==> config.mk <==
export PLATFORM = sky130hd
export DESIGN_NAME = spdif_lock_seq
export DESIGN_NICKNAME = d
export VERILOG_FILES = /design/src/rtl/spdif_seq_pkg.sv /design/src/rtl/spdif_lock_fsm.sv /design/src/rtl/spdif_cs_capture.sv /design/src/rtl/spdif_flag_decode.sv /design/src/rtl/spdif_lock_seq.sv
export SDC_FILE = /design/constraint.sdc
export NUM_CORES = 1
export LEC_CHECK = 0
export BUFFER_PORTS_ARGS = -buffer_cell sky130_fd_sc_hd__buf_2
export CORE_MARGIN = 10
export CORE_UTILIZATION = 46
export DETAILED_ROUTE_END_ITERATION = 7
export GPL_ROUTABILITY_DRIVEN = 0
export SYNTH_ARGS = -nofsm -noshare
export SYNTH_HDL_FRONTEND = slang
export SYNTH_SLANG_ARGS = --single-unit
==> constraint.sdc <==
create_clock -name clk -period 2.35 [get_ports clk]
set_input_delay 0.1175 -clock clk [delete_from_list [all_inputs] [get_ports clk]]
set_output_delay 0.1175 -clock clk [all_outputs]
set_load 0.01 [all_outputs]
==> src/rtl/spdif_seq_pkg.sv <==
package spdif_seq_pkg;

    localparam int MS_W     = 9;
    localparam int CS_KEEP  = 6;

    typedef enum logic [1:0] {
        ST_SEEK = 2'd0,
        ST_HOLD = 2'd1,
        ST_ARM  = 2'd2,
        ST_RUN  = 2'd3
    } seq_state_t;

    function automatic logic [MS_W-1:0] hold_ms(input logic [1:0] sel);
        unique case (sel)
            2'd0:    hold_ms = MS_W'(45);
            2'd1:    hold_ms = MS_W'(100);
            2'd2:    hold_ms = MS_W'(200);
            default: hold_ms = MS_W'(300);
        endcase
    endfunction

endpackage

==> src/rtl/spdif_lock_fsm.sv <==
module spdif_lock_fsm
    import spdif_seq_pkg::*;
#(
    parameter int CLK_PER_MS = 16
) (
    input  logic       clk,
    input  logic       rst_n,
    input  logic       pll_lock,
    input  logic       pre_b,
    input  logic       pre_m,
    input  logic       pre_w,
    input  logic [1:0] hold_sel,
    input  logic       frame_edge,
    output logic       err_o,
    output logic       pass_o
);

    localparam int PRE_W = $clog2(CLK_PER_MS + 1);

    seq_state_t        st, st_nx;
    logic [2:0]        seen;
    logic [PRE_W-1:0]  pre_cnt;
    logic [MS_W-1:0]   ms_cnt;
    logic [MS_W-1:0]   ms_lim;
    logic              pre_wrap;
    logic              hold_done;

    assign ms_lim    = hold_ms(hold_sel);
    assign pre_wrap  = (pre_cnt == PRE_W'(CLK_PER_MS - 1));
    assign hold_done = pre_wrap && (ms_cnt == ms_lim - MS_W'(1));

    // preamble record, cleared whenever lock is absent
    always_ff @(posedge clk) begin
        if (!rst_n || !pll_lock) begin
            seen <= 3'b000;
        end else begin
            seen <= seen | {pre_b, pre_m, pre_w};
        end
    end

    // hold timer: clock prescaler to milliseconds, then millisecond count
    always_ff @(posedge clk) begin
        if (!rst_n || st != ST_HOLD) begin
            pre_cnt <= '0;
            ms_cnt  <= '0;
        end else if (pre_wrap) begin
            pre_cnt <= '0;
            ms_cnt  <= ms_cnt + MS_W'(1);
        end else begin
            pre_cnt <= pre_cnt + PRE_W'(1);
        end
    end

    // state register
    always_ff @(posedge clk) begin
        if (!rst_n) begin
            st <= ST_SEEK;
        end else begin
            st <= st_nx;
        end
    end

    // transitions
    always_comb begin
        st_nx = st;
        if (!pll_lock) begin
            st_nx = ST_SEEK;
        end else begin
            unique case (st)
                ST_SEEK: if (&seen)      st_nx = ST_HOLD;
                ST_HOLD: if (hold_done)  st_nx = ST_ARM;
                ST_ARM:  if (frame_edge) st_nx = ST_RUN;
                ST_RUN:                  st_nx = ST_RUN;
                default:                 st_nx = ST_SEEK;
            endcase
        end
    end

    // outputs
    always_comb begin
        err_o  = 1'b1;
        pass_o = 1'b0;
        unique case (st)
            ST_SEEK: begin err_o = 1'b1; pass_o = 1'b0; end
            ST_HOLD: begin err_o = 1'b1; pass_o = 1'b0; end
            ST_ARM:  begin err_o = !pll_lock; pass_o = pll_lock && frame_edge; end
            ST_RUN:  begin err_o = !pll_lock; pass_o = pll_lock; end
            default: begin err_o = 1'b1; pass_o = 1'b0; end
        endcase
    end

endmodule

==> src/rtl/spdif_cs_capture.sv <==
module spdif_cs_capture
    import spdif_seq_pkg::*;
#(
    parameter int FRAMES = 192
) (
    input  logic               clk,
    input  logic               rst_n,
    input  logic               cs_strobe,
    input  logic               cs_bit,
    input  logic               blk_start,
    output logic [CS_KEEP-1:0] cs_word
);

    localparam int FC_W = $clog2(FRAMES + 1);

    logic [FC_W-1:0]    fcnt;
    logic [FC_W-1:0]    idx;
    logic               in_blk;
    logic               active;
    logic [CS_KEEP-1:0] shadow;
    logic [CS_KEEP-1:0] shadow_nx;

    assign idx    = blk_start ? '0 : fcnt;
    assign active = cs_strobe && (in_blk || blk_start);

    // shadow with the bit of this frame merged in
    always_comb begin
        shadow_nx = shadow;
        for (int i = 0; i < CS_KEEP; i++) begin
            if (idx == FC_W'(i)) shadow_nx[i] = cs_bit;
        end
    end

    always_ff @(posedge clk) begin
        if (!rst_n) begin
            fcnt    <= '0;
            in_blk  <= 1'b0;
            shadow  <= '0;
            cs_word <= '0;
        end else if (active) begin
            shadow <= shadow_nx;
            if (idx == FC_W'(FRAMES - 1)) begin
                cs_word <= shadow_nx;
                in_blk  <= 1'b0;
                fcnt    <= '0;
            end else begin
                in_blk  <= 1'b1;
                fcnt    <= idx + FC_W'(1);
            end
        end
    end

endmodule

==> src/rtl/spdif_flag_decode.sv <==
module spdif_flag_decode
    import spdif_seq_pkg::*;
(
    input  logic [CS_KEEP-1:0] cs_word,
    input  logic               or_sel,
    input  logic               comp_det,
    output logic               nonpcm,
    output logic               preemph
);

    logic cons_emph;
    logic pro_emph;

    assign cons_emph = ({cs_word[3], cs_word[4], cs_word[5]} == 3'b100);
    assign pro_emph  = ({cs_word[2], cs_word[3], cs_word[4]} == 3'b110);

    always_comb begin
        nonpcm  = cs_word[1] | (or_sel & comp_det);
        preemph = cs_word[0] ? pro_emph : cons_emph;
    end

endmodule

==> src/rtl/spdif_lock_seq.sv <==
module spdif_lock_seq
    import spdif_seq_pkg::*;
#(
    parameter int CLK_PER_MS = 16,
    parameter int FRAMES     = 192
) (
    input  logic       clk,
    input  logic       rst_n,
    input  logic       pll_lock,
    input  logic       pre_b,
    input  logic       pre_m,
    input  logic       pre_w,
    input  logic       cs_strobe,
    input  logic       cs_bit,
    input  logic       comp_det,
    input  logic       or_sel,
    input  logic [1:0] hold_sel,
    input  logic       frame_clk,
    input  logic       sdata_in,
    output logic       err_flag,
    output logic       sdata_out,
    output logic       nonpcm,
    output logic       preemph
);

    logic               fclk_q;
    logic               frame_edge;
    logic               pass;
    logic [CS_KEEP-1:0] cs_word;

    always_ff @(posedge clk) begin
        if (!rst_n) fclk_q <= 1'b0;
        else        fclk_q <= frame_clk;
    end

    assign frame_edge = frame_clk ^ fclk_q;

    spdif_lock_fsm #(.CLK_PER_MS(CLK_PER_MS)) i_fsm (
        .clk        (clk),
        .rst_n      (rst_n),
        .pll_lock   (pll_lock),
        .pre_b      (pre_b),
        .pre_m      (pre_m),
        .pre_w      (pre_w),
        .hold_sel   (hold_sel),
        .frame_edge (frame_edge),
        .err_o      (err_flag),
        .pass_o     (pass)
    );

    spdif_cs_capture #(.FRAMES(FRAMES)) i_cap (
        .clk       (clk),
        .rst_n     (rst_n),
        .cs_strobe (cs_strobe),
        .cs_bit    (cs_bit),
        .blk_start (pre_b),
        .cs_word   (cs_word)
    );

    spdif_flag_decode i_dec (
        .cs_word  (cs_word),
        .or_sel   (or_sel),
        .comp_det (comp_det),
        .nonpcm   (nonpcm),
        .preemph  (preemph)
    );

    assign sdata_out = pass & sdata_in;

endmodule

==> results of run 1 <==
-- cell usage after synthesis, drive strengths merged --
cell	instances
ha	12
a21oi	21
or2	1
o2111ai	2
a211oi	6
dfxtp	41
buf	5
nor2b	5
o21ai	10
nor4	2
nand2	17
nand4	10
nand2b	2
or3	2
a21o	3
mux2	1
and2	2
o211ai	2
nand3b	1
inv	8
a32o	1
a311oi	1
xnor2	6
xor2	7
nand3	11
nor3	7
and3b	2
o2111a	1
mux2i	7
a2111oi	1
and3	3
clkbuf	5
and4	1
a31oi	2
or4b	1
nor3b	2
and4b	1
nor2	25
o21a	1
or4	1
-- logic make-up (layout without fill, tap and decap cells) --
kind of cell | count (synthesis) | count (layout) | synth area share (%)
flip-flops | 41 | 41 | 39.6
AND/OR/NAND/NOR | 96 | 96 | 24.4
AO/OA/AOI/OAI | 51 | 51 | 15.4
buffers and inverters | 18 | 36 | 3.98
XOR/XNOR | 13 | 13 | 5.49
multiplexers | 8 | 8 | 3.92
adder cells (fa/ha/maj) | 12 | 12 | 7.24
-- registers in the layout, summed over array words and instances (netlist names) --
name and flops:
i_fsm.st 2, i_cap.cs_word 6, i_fsm.pre_cnt 5, i_cap.in_blk 1, i_cap.fcnt 8, fclk_q 1
i_cap.shadow 6, i_fsm.seen 3, i_fsm.ms_cnt 9
-- layout by cell type (no fill, tap or decap), types with 6 or more instances in the layout --
cell type / synthesis / layout
mux2i_1: 7 / 7
nand4_1: 10 / 10
nor2_1: 25 / 25
nand2_1: 17 / 17
inv_1: 8 / 8
nand3_1: 11 / 11
o21ai_0: 10 / 10
clkbuf_8: 0 / 7
nor3_1: 7 / 7
dfxtp_1: 41 / 41
xnor2_1: 6 / 6
xor2_1: 7 / 7
a211oi_1: 6 / 6
buf_2: 3 / 17
a21oi_1: 21 / 21
ha_1: 12 / 12
-- worst max-delay path, stage by stage, from the launching register on --
cell,delay (ns)
dfxtp_1,0.40
nand2b_1,0.14
inv_1,0.11
ha_1,0.24
and4b_1,0.34
and4_1,0.44
mux2i_1,0.23
nor2_1,0.05
-- power groups by stage --
stage | clock [mW] | sequential, mW | combinational [mW]
after floorplan | 0 | 0.726 | 0.0548
after global placement | 0 | 0.728 | 0.0824
after detailed placement | 0 | 0.728 | 0.0823
after CTS | 0.535 | 0.712 | 0.0826
after global routing | 0.569 | 0.713 | 0.0932
final | 0.519 | 0.711 | 0.0817
-- layer usage --
layer | wire (um) | vias up | track usage [%]
met5 | 0 | - | 0
met2 | 1890 | 20 | 17.7
met3 | 161 | 5 | 3.93
met4 | 60 | 0 | 4.78
met1 | 1900 | 752 | 13.6
li1 | - | 890 | -
-- final timing paths --
| path | endpoint | start | depth (start not counted) |
|---|---|---|---|
| setup / recovery | i_cap.cs_word[2] | i_cap.fcnt[0] | 7 |
| hold / removal | i_fsm.seen[1] | pre_m | 3 |
| setup reg to reg | i_cap.cs_word[2] | i_cap.fcnt[0] | 7 |
| hold reg to reg | i_fsm.pre_cnt[0] | i_fsm.pre_cnt[0] | 1 |
-- area by class of cell --
cell class,count,area share [%]
Inverter,8,1.31
Sequential cell,41,35.7
Clock buffer,7,4.19
Tap cell,52,2.83
Multi-Input combinational cell,180,50.9
Timing Repair Buffer,20,4.68
Clock inverter,1,0.381
==> impl_metrics.toml, run 1 <==
[final_layout]
drive_above_1_share_pct = 12.1
n_fill_cell = 414
instances_no_fill = 309
multi_input_area_um2 = 1170
area_growth_pct = 10.9
regArea_um2 = 821
antenna_cells = 0
design_area_um2 = 2300
num-nets-final = 282
final_util_pct = 52.8

[timing]
post-route-min-period_ns = 2.07
tns_ns = 0
slew_violations = 0
finalCritPeriodShare_pct = 87.9
hold_violations = 0
tightestPinTransition_ns = 0.730
fin_ws_ns = 0.284
max_freq_mhz = 484
setup_viol = 0
slew_headroom_pct = 50.8
rsz0062_at_grt = "false"
whs_ns = 0.0258
clock_skew_ns = 0.00538

[place]
dp_cells = 301
placed_area_um2 = 2190
hpwl_mm = 3.05
port_buffers = 17
pre_cts_slack_ns = 0.275

[routing]
num_vias = 1667
avgViaCountPerCell = 5.39
wirelength_mm = 4.00
drt_first_pass_iters = 4
drt_iter0_drc = 134
ant_nets = 0
wl_per_cell_um = 13.0
drc = 0

[floorplan]
fp.dieH_um = 87.2
row_count = 24
pin_count = 18
initial_utilization_pct = 47.6
core_um2 = 4350
die-area_um2 = 7600
die_x_um = 87.2

[yosys]
syn_nets = 265
syn_area_um2 = 2070
seq_area_frac_synth_pct = 39.6
avgSynthCellArea_um2 = 8.68
yosys_warnings = 0
ys_ff_latch = 41
synth_top_cell_by_area = "dfxtp_1"
syn_inst = 239
synth.area.top_cells = "dfxtp_1 40%, ha_1 7.2%, a21oi_1 5.1%"
yosysUniqueCellTypes = 42
netlist.area_leader.share_pct = 39.6

[job]
drv_cap = 0

[global_routing]
overflow = 0
grt_pass1_vias = 1541
grt_pass1_wl_mm = 6.91
groute.usage.overall_pct = 11.2
grt_max_degree = 22
antenna_found_initial = 0

[setup_path]
setup.worst_path.end_class = "flop"
required_ns = 2.52
crit_fanout = 8
arrival_ns = 2.23
critPathKind = "reg -> reg"
startpoint_type = "flop"
r2r_slack_ns = 0.28

[clock_tree]
post-cts-setup-buffer-count = 0
clockBufferDepth = 2
path_clk_slew_ns = 0.08
htreeDepth = 2
clock_latency_ns = 0.29
cts_made_buffers = 5
root_buffer = "clkbuf_8"
hold_buffers = 0
cts_tree = "done"
cts_sinks = 41
ctsResizeCount = 0

[worst_hold_path]
hp-class = "in -> reg"

[pwr]
total_power_mw = 1.31
intPower_mw = 1.01
clock_power_share_pct = 39.6
p_per_area_nw_per_um2 = 571
pwr-share-seq_pct = 54.2
combPwrFrac_pct = 6.2
leakagePower_nw = 0.910
ir_worst_vdd_v = 0.000317
switching_share_pct = 23.2
p_switching_mw = 0.304

[run_status]
status = "complete, no violations"
No activity file was read; power rests on OpenSTA's default activity.
==> run 2: changes to the inputs <==
- CORE_ASPECT_RATIO: not set -> 0.6
- PLACE_DENSITY: not set -> 0.72
==> impl_metrics.toml, run 2 (synthesis results as in run 1) <==
[setup_path]
reg2reg_to = "i_cap.cs_word[0]"
r2r-start = "i_cap.fcnt[0]"
arrival_ns = 2.19
r2r_slack_ns = 0.32
worstRegToRegCells = 7
critPathKind = "reg -> reg"
setup.worst_path.end_class = "flop"
crit_fanout = 8
startpoint_type = "flop"
required_ns = 2.51
cp-startpoint = "i_cap.fcnt[0]"

[global_routing]
grt_pass1_wl_mm = 7.66
grt.busiest_layer = "met1"
grtUsageMet1_pct = 18.4
overflow = 0
grt_util_met3_pct = 4.32
grt_max_degree = 22
grt_pass1_vias = 1565
antenna_found_initial = 0
grtUsageMet2_pct = 13.9
groute.usage.overall_pct = 12.1

[final_layout]
layout_commonest_cell = "dfxtp_1"
largest-register = "i_fsm.ms_cnt"
layout_common_cells = "41 x dfxtp_1, 25 x nor2_1, 21 x a21oi_1"
n_fill_cell = 415
antenna_cells = 0
area_growth_pct = 10.3
top_regs = "i_fsm.ms_cnt (9), i_cap.fcnt (8)"
drive_above_1_share_pct = 12.1
largest_reg_flops = 9
num-nets-final = 282

[pwr]
p_switching_mw = 0.299
ir_worst_vdd_v = 0.000271
intPower_mw = 0.943
clock_power_share_pct = 35.7
total_power_mw = 1.24
leakagePower_nw = 0.900
p_per_area_nw_per_um2 = 543
combPwrFrac_pct = 6.9
pwr-share-seq_pct = 57.4
switching_share_pct = 24.1

[floorplan]
pin_count = 18
row_count = 18
initial_utilization_pct = 49.0
die-area_um2 = 7680
fp.dieH_um = 72.0
core_um2 = 4230
die_x_um = 107

[worst_hold_path]
hp-class = "in -> reg"
min_to = "i_fsm.seen[0]"
min_path_cells = 3
worstHoldStart = "pre_w"

[clock_tree]
path_clk_slew_ns = 0.08
ctsResizeCount = 0
root_buffer = "clkbuf_8"
cts_tree = "done"
clockBufferDepth = 2
cts_sinks = 41
cts_made_buffers = 5
post-cts-setup-buffer-count = 0
htreeDepth = 2
clock_latency_ns = 0.30
hold_buffers = 0

[timing]
clock_skew_ns = 0.00612
post-route-min-period_ns = 2.03
tns_ns = 0
setup_viol = 0
rsz0062_at_grt = "false"
max_freq_mhz = 493
tightestPinTransition_ns = 0.782
hold_violations = 0
slew_violations = 0
slew_headroom_pct = 47.3
finalCritPeriodShare_pct = 86.4

[place]
hpwl_mm = 3.23
port_buffers = 17

[routing]
drc = 0
avgViaCountPerCell = 5.38
num_vias = 1704
wirelength_mm = 4.40
wl_per_cell_um = 13.9
drt_first_pass_iters = 4
ant_nets = 0
drt_iter0_drc = 140

[job]
drv_cap = 0

[run_status]
status = "complete, no violations"
run 2: worst max path at each step:
stage | endpoint | slack [ns]
after CTS | i_cap.cs_word[1] | 0.26
after global routing | i_cap.cs_word[1] | 0.08
after floorplan | i_cap.cs_word[0] | 0.50
after detailed placement | i_cap.cs_word[1] | 0.28
after global placement | i_cap.cs_word[1] | 0.36
final | i_cap.cs_word[0] | 0.32
run 2: worst max-delay path: stages, from the launching register on:
cell and delay, ns:
dfxtp_1 0.41, nand2b_1 0.15, inv_1 0.11, ha_1 0.23
and4b_1 0.34, and4_2 0.40, mux2i_1 0.21, nor2_1 0.05
run 2: metal layers:
layer,vias to the layer above,share of wire (%)
li1,885,-
met1,771,59
met2,43,34
met3,5,5.3
met4,0,1.1
met5,-,0
run 2: area by class of cell:
class	instances	area, um2	area share [%]
Multi-Input combinational cell	180	1170	51.2
Sequential cell	41	821	35.9
Timing Repair Buffer	20	108	4.70
Tap cell	60	75.1	3.28
Clock buffer	6	72.6	3.17
Inverter	8	30.0	1.31
Clock inverter	2	10.0	0.437
run 2: power groups by stage:
stage / clock network (mW) / registers (mW) / logic, mW
final: 0.444 / 0.713 / 0.0855
after detailed placement: 0 / 0.728 / 0.0850
after global routing: 0.490 / 0.713 / 0.0967
after floorplan: 0 / 0.726 / 0.0548
after global placement: 0 / 0.728 / 0.0823
after CTS: 0.456 / 0.712 / 0.0851
run 2: through the flow:
step,utilization [%],instance area [um2],worst slack (ns),hold slack [ns],instances
CTS,54.0,2290,0.261,0.0243,317
floorplan,-,2070,0.502,0.231,239
detailed placement,52.1,2200,0.276,0.344,309
global route,54.0,2290,0.0834,0.0232,317
finish,54.0,2290,0.320,0.0337,317
global placement,52.1,2200,0.361,0.326,309
==> run 3: changes to the inputs <==
- ABC_AREA: not set -> 1
==> impl_metrics.toml, run 3 <==
[run_status]
status = "complete, no violations"

[yosys]
synth_edf_count = 0
yosysUniqueCellTypes = 37
yosys_warnings = 0
avgSynthCellArea_um2 = 7.28
syn_inst = 313
ys_ff_latch = 41
async_reset_ff_share_pct = 0
seq_area_frac_synth_pct = 36.0
synthTopCellsByCount = "66 x nand2_1, 44 x inv_1, 41 x dfxtp_1, 32 x nor2_1, 25 x nand3_1"
synth.area.top_cells = "dfxtp_1 36%, nand2_1 11%, inv_1 7.3%"
synth-main-ff-cell = "dfxtp_1"
yosysMostFrequentCell = "nand2_1"
synth_top_cell_by_area = "dfxtp_1"
syn_nets = 339
syn_area_um2 = 2280
netlist.area_leader.share_pct = 36.0

[routing]
wirelength_mm = 4.78
drt_iter0_drc = 149
drc = 0
drt_first_pass_iters = 4
avgViaCountPerCell = 4.91
wl_per_cell_um = 12.1
ant_nets = 0
num_vias = 1943

[clock_tree]
path_clk_slew_ns = 0.08
clock_latency_ns = 0.29
cts_tree = "done"
root_buffer = "clkbuf_8"
cts_sinks = 41
hold_buffers = 0
htreeDepth = 2
cts_made_buffers = 5
clockBufferDepth = 2
ctsResizeCount = 0
post-cts-setup-buffer-count = 0

[worst_hold_path]
hp-class = "in -> reg"

[floorplan]
die_x_um = 111
row_count = 19
die-area_um2 = 8260
core_um2 = 4680
fp.dieH_um = 74.5
pin_count = 18
initial_utilization_pct = 48.6

[pwr]
total_power_mw = 1.51
ir_worst_vdd_v = 0.000364
p_per_area_nw_per_um2 = 593
leakagePower_nw = 1.14

[place]
placed_area_um2 = 2410
hpwl_mm = 3.69
port_buffers = 17
pre_cts_slack_ns = 0.556

[global_routing]
grt_pass1_vias = 1798
overflow = 0
grt_max_degree = 16
grt_pass1_wl_mm = 8.36
antenna_found_initial = 0
groute.usage.overall_pct = 12.1

[timing]
tns_ns = 0
rsz0062_at_grt = "false"
tightestPinTransition_ns = 0.465
setup_viol = 0
clock_skew_ns = 0.00763
finalCritPeriodShare_pct = 76.5
post-route-min-period_ns = 1.80
hold_violations = 0
slew_violations = 0
fin_ws_ns = 0.551
max_freq_mhz = 556
slew_headroom_pct = 68.9

[setup_path]
cp_slowest_stage_delay_ns = 0.35
crit_slowest_cell = "dfxtp_1"
crit_chain = "ha_1 -> nand2_1 -> nor2_1 -> ha_1 -> nand3_1 -> nor3_2 -> nand2_1 -> or2_0 -> a21oi_1"
required_ns = 2.58
crit_fanout = 7
setup.worst_path.end_class = "flop"
critPathKind = "reg -> reg"
startpoint_type = "flop"
arrival_ns = 2.03

[final_layout]
final_util_pct = 54.4
n_fill_cell = 436
largest_reg_flops = 9
top_regs = "i_fsm.ms_cnt (9), i_cap.fcnt (8)"
antenna_cells = 0
layout_common_cells = "66 x nand2_1, 44 x inv_1, 41 x dfxtp_1"
layout_commonest_cell = "nand2_1"
largest-register = "i_fsm.ms_cnt"
design_area_um2 = 2550
area_growth_pct = 11.8
num-nets-final = 358
drive_above_1_share_pct = 15.0

[job]
drv_cap = 0
-- run 3: layout make-up --
cell class | count | area, um2 | share of cell area, %
flip-flops and latches | 41 | 821 | 32.2
inverters | 48 | 190 | 7.47
repair buffers | 17 | 85.1 | 3.34
clock inverters | 3 | 65.1 | 2.56
well taps | 63 | 78.8 | 3.10
multi-input cells | 219 | 1240 | 48.6
clock buffers | 5 | 68.8 | 2.70
-- run 3: metal layers --
metal	vias up	part of all wire, %	global-route usage (%)
li1	1041	-	-
met1	858	57	17.6
met2	42	37	16.1
met3	2	5.6	3.69
met4	0	0.54	3.88
met5	-	0	0
-- run 3: logic make-up after synthesis --
family / share of synthesized area, %
AO/OA/AOI/OAI: 14.1
XOR/XNOR: 0.385
adder cells (fa/ha/maj): 6.59
buffers and inverters: 9.62
flip-flops: 36.0
AND/OR/NAND/NOR: 33.3
-- run 3: through the flow --
| stage | cells | hold WS, ns |
|---|---|---|
| floorplan | 313 | 0.211 |
| global placement | 388 | 0.323 |
| detailed placement | 388 | 0.327 |
| CTS | 396 | 0.0164 |
| global route | 396 | 0.0521 |
| finish | 396 | 0.0241 |
-- run 3: power by group --
part / internal (mW) / switching [mW]
registers: 0.710 / 0.00943
clock network: 0.422 / 0.249
logic: 0.0433 / 0.0759
-- run 3: final timing paths --
| check | startpoint | endpoint | slack (ns) | depth (start not counted) |
|---|---|---|---|---|
| setup / recovery | i_fsm.pre_cnt[0] | i_fsm.ms_cnt[6] | 0.55 | 9 |
| hold / removal | frame_clk | fclk_q | 0.02 | 3 |
| setup reg to reg | i_fsm.pre_cnt[0] | i_fsm.ms_cnt[6] | 0.55 | 9 |
| hold reg to reg | i_fsm.pre_cnt[0] | i_fsm.pre_cnt[0] | 0.45 | 1 |
-- run 3: worst max-delay path: cells and delay by family (launching register included) --
kind                     cells  cell delay (ns)
adder cells (fa/ha/maj)      2             0.45
flip-flops                   1             0.35
AO/OA/AOI/OAI                1             0.11
AND/OR/NAND/NOR              6             0.83
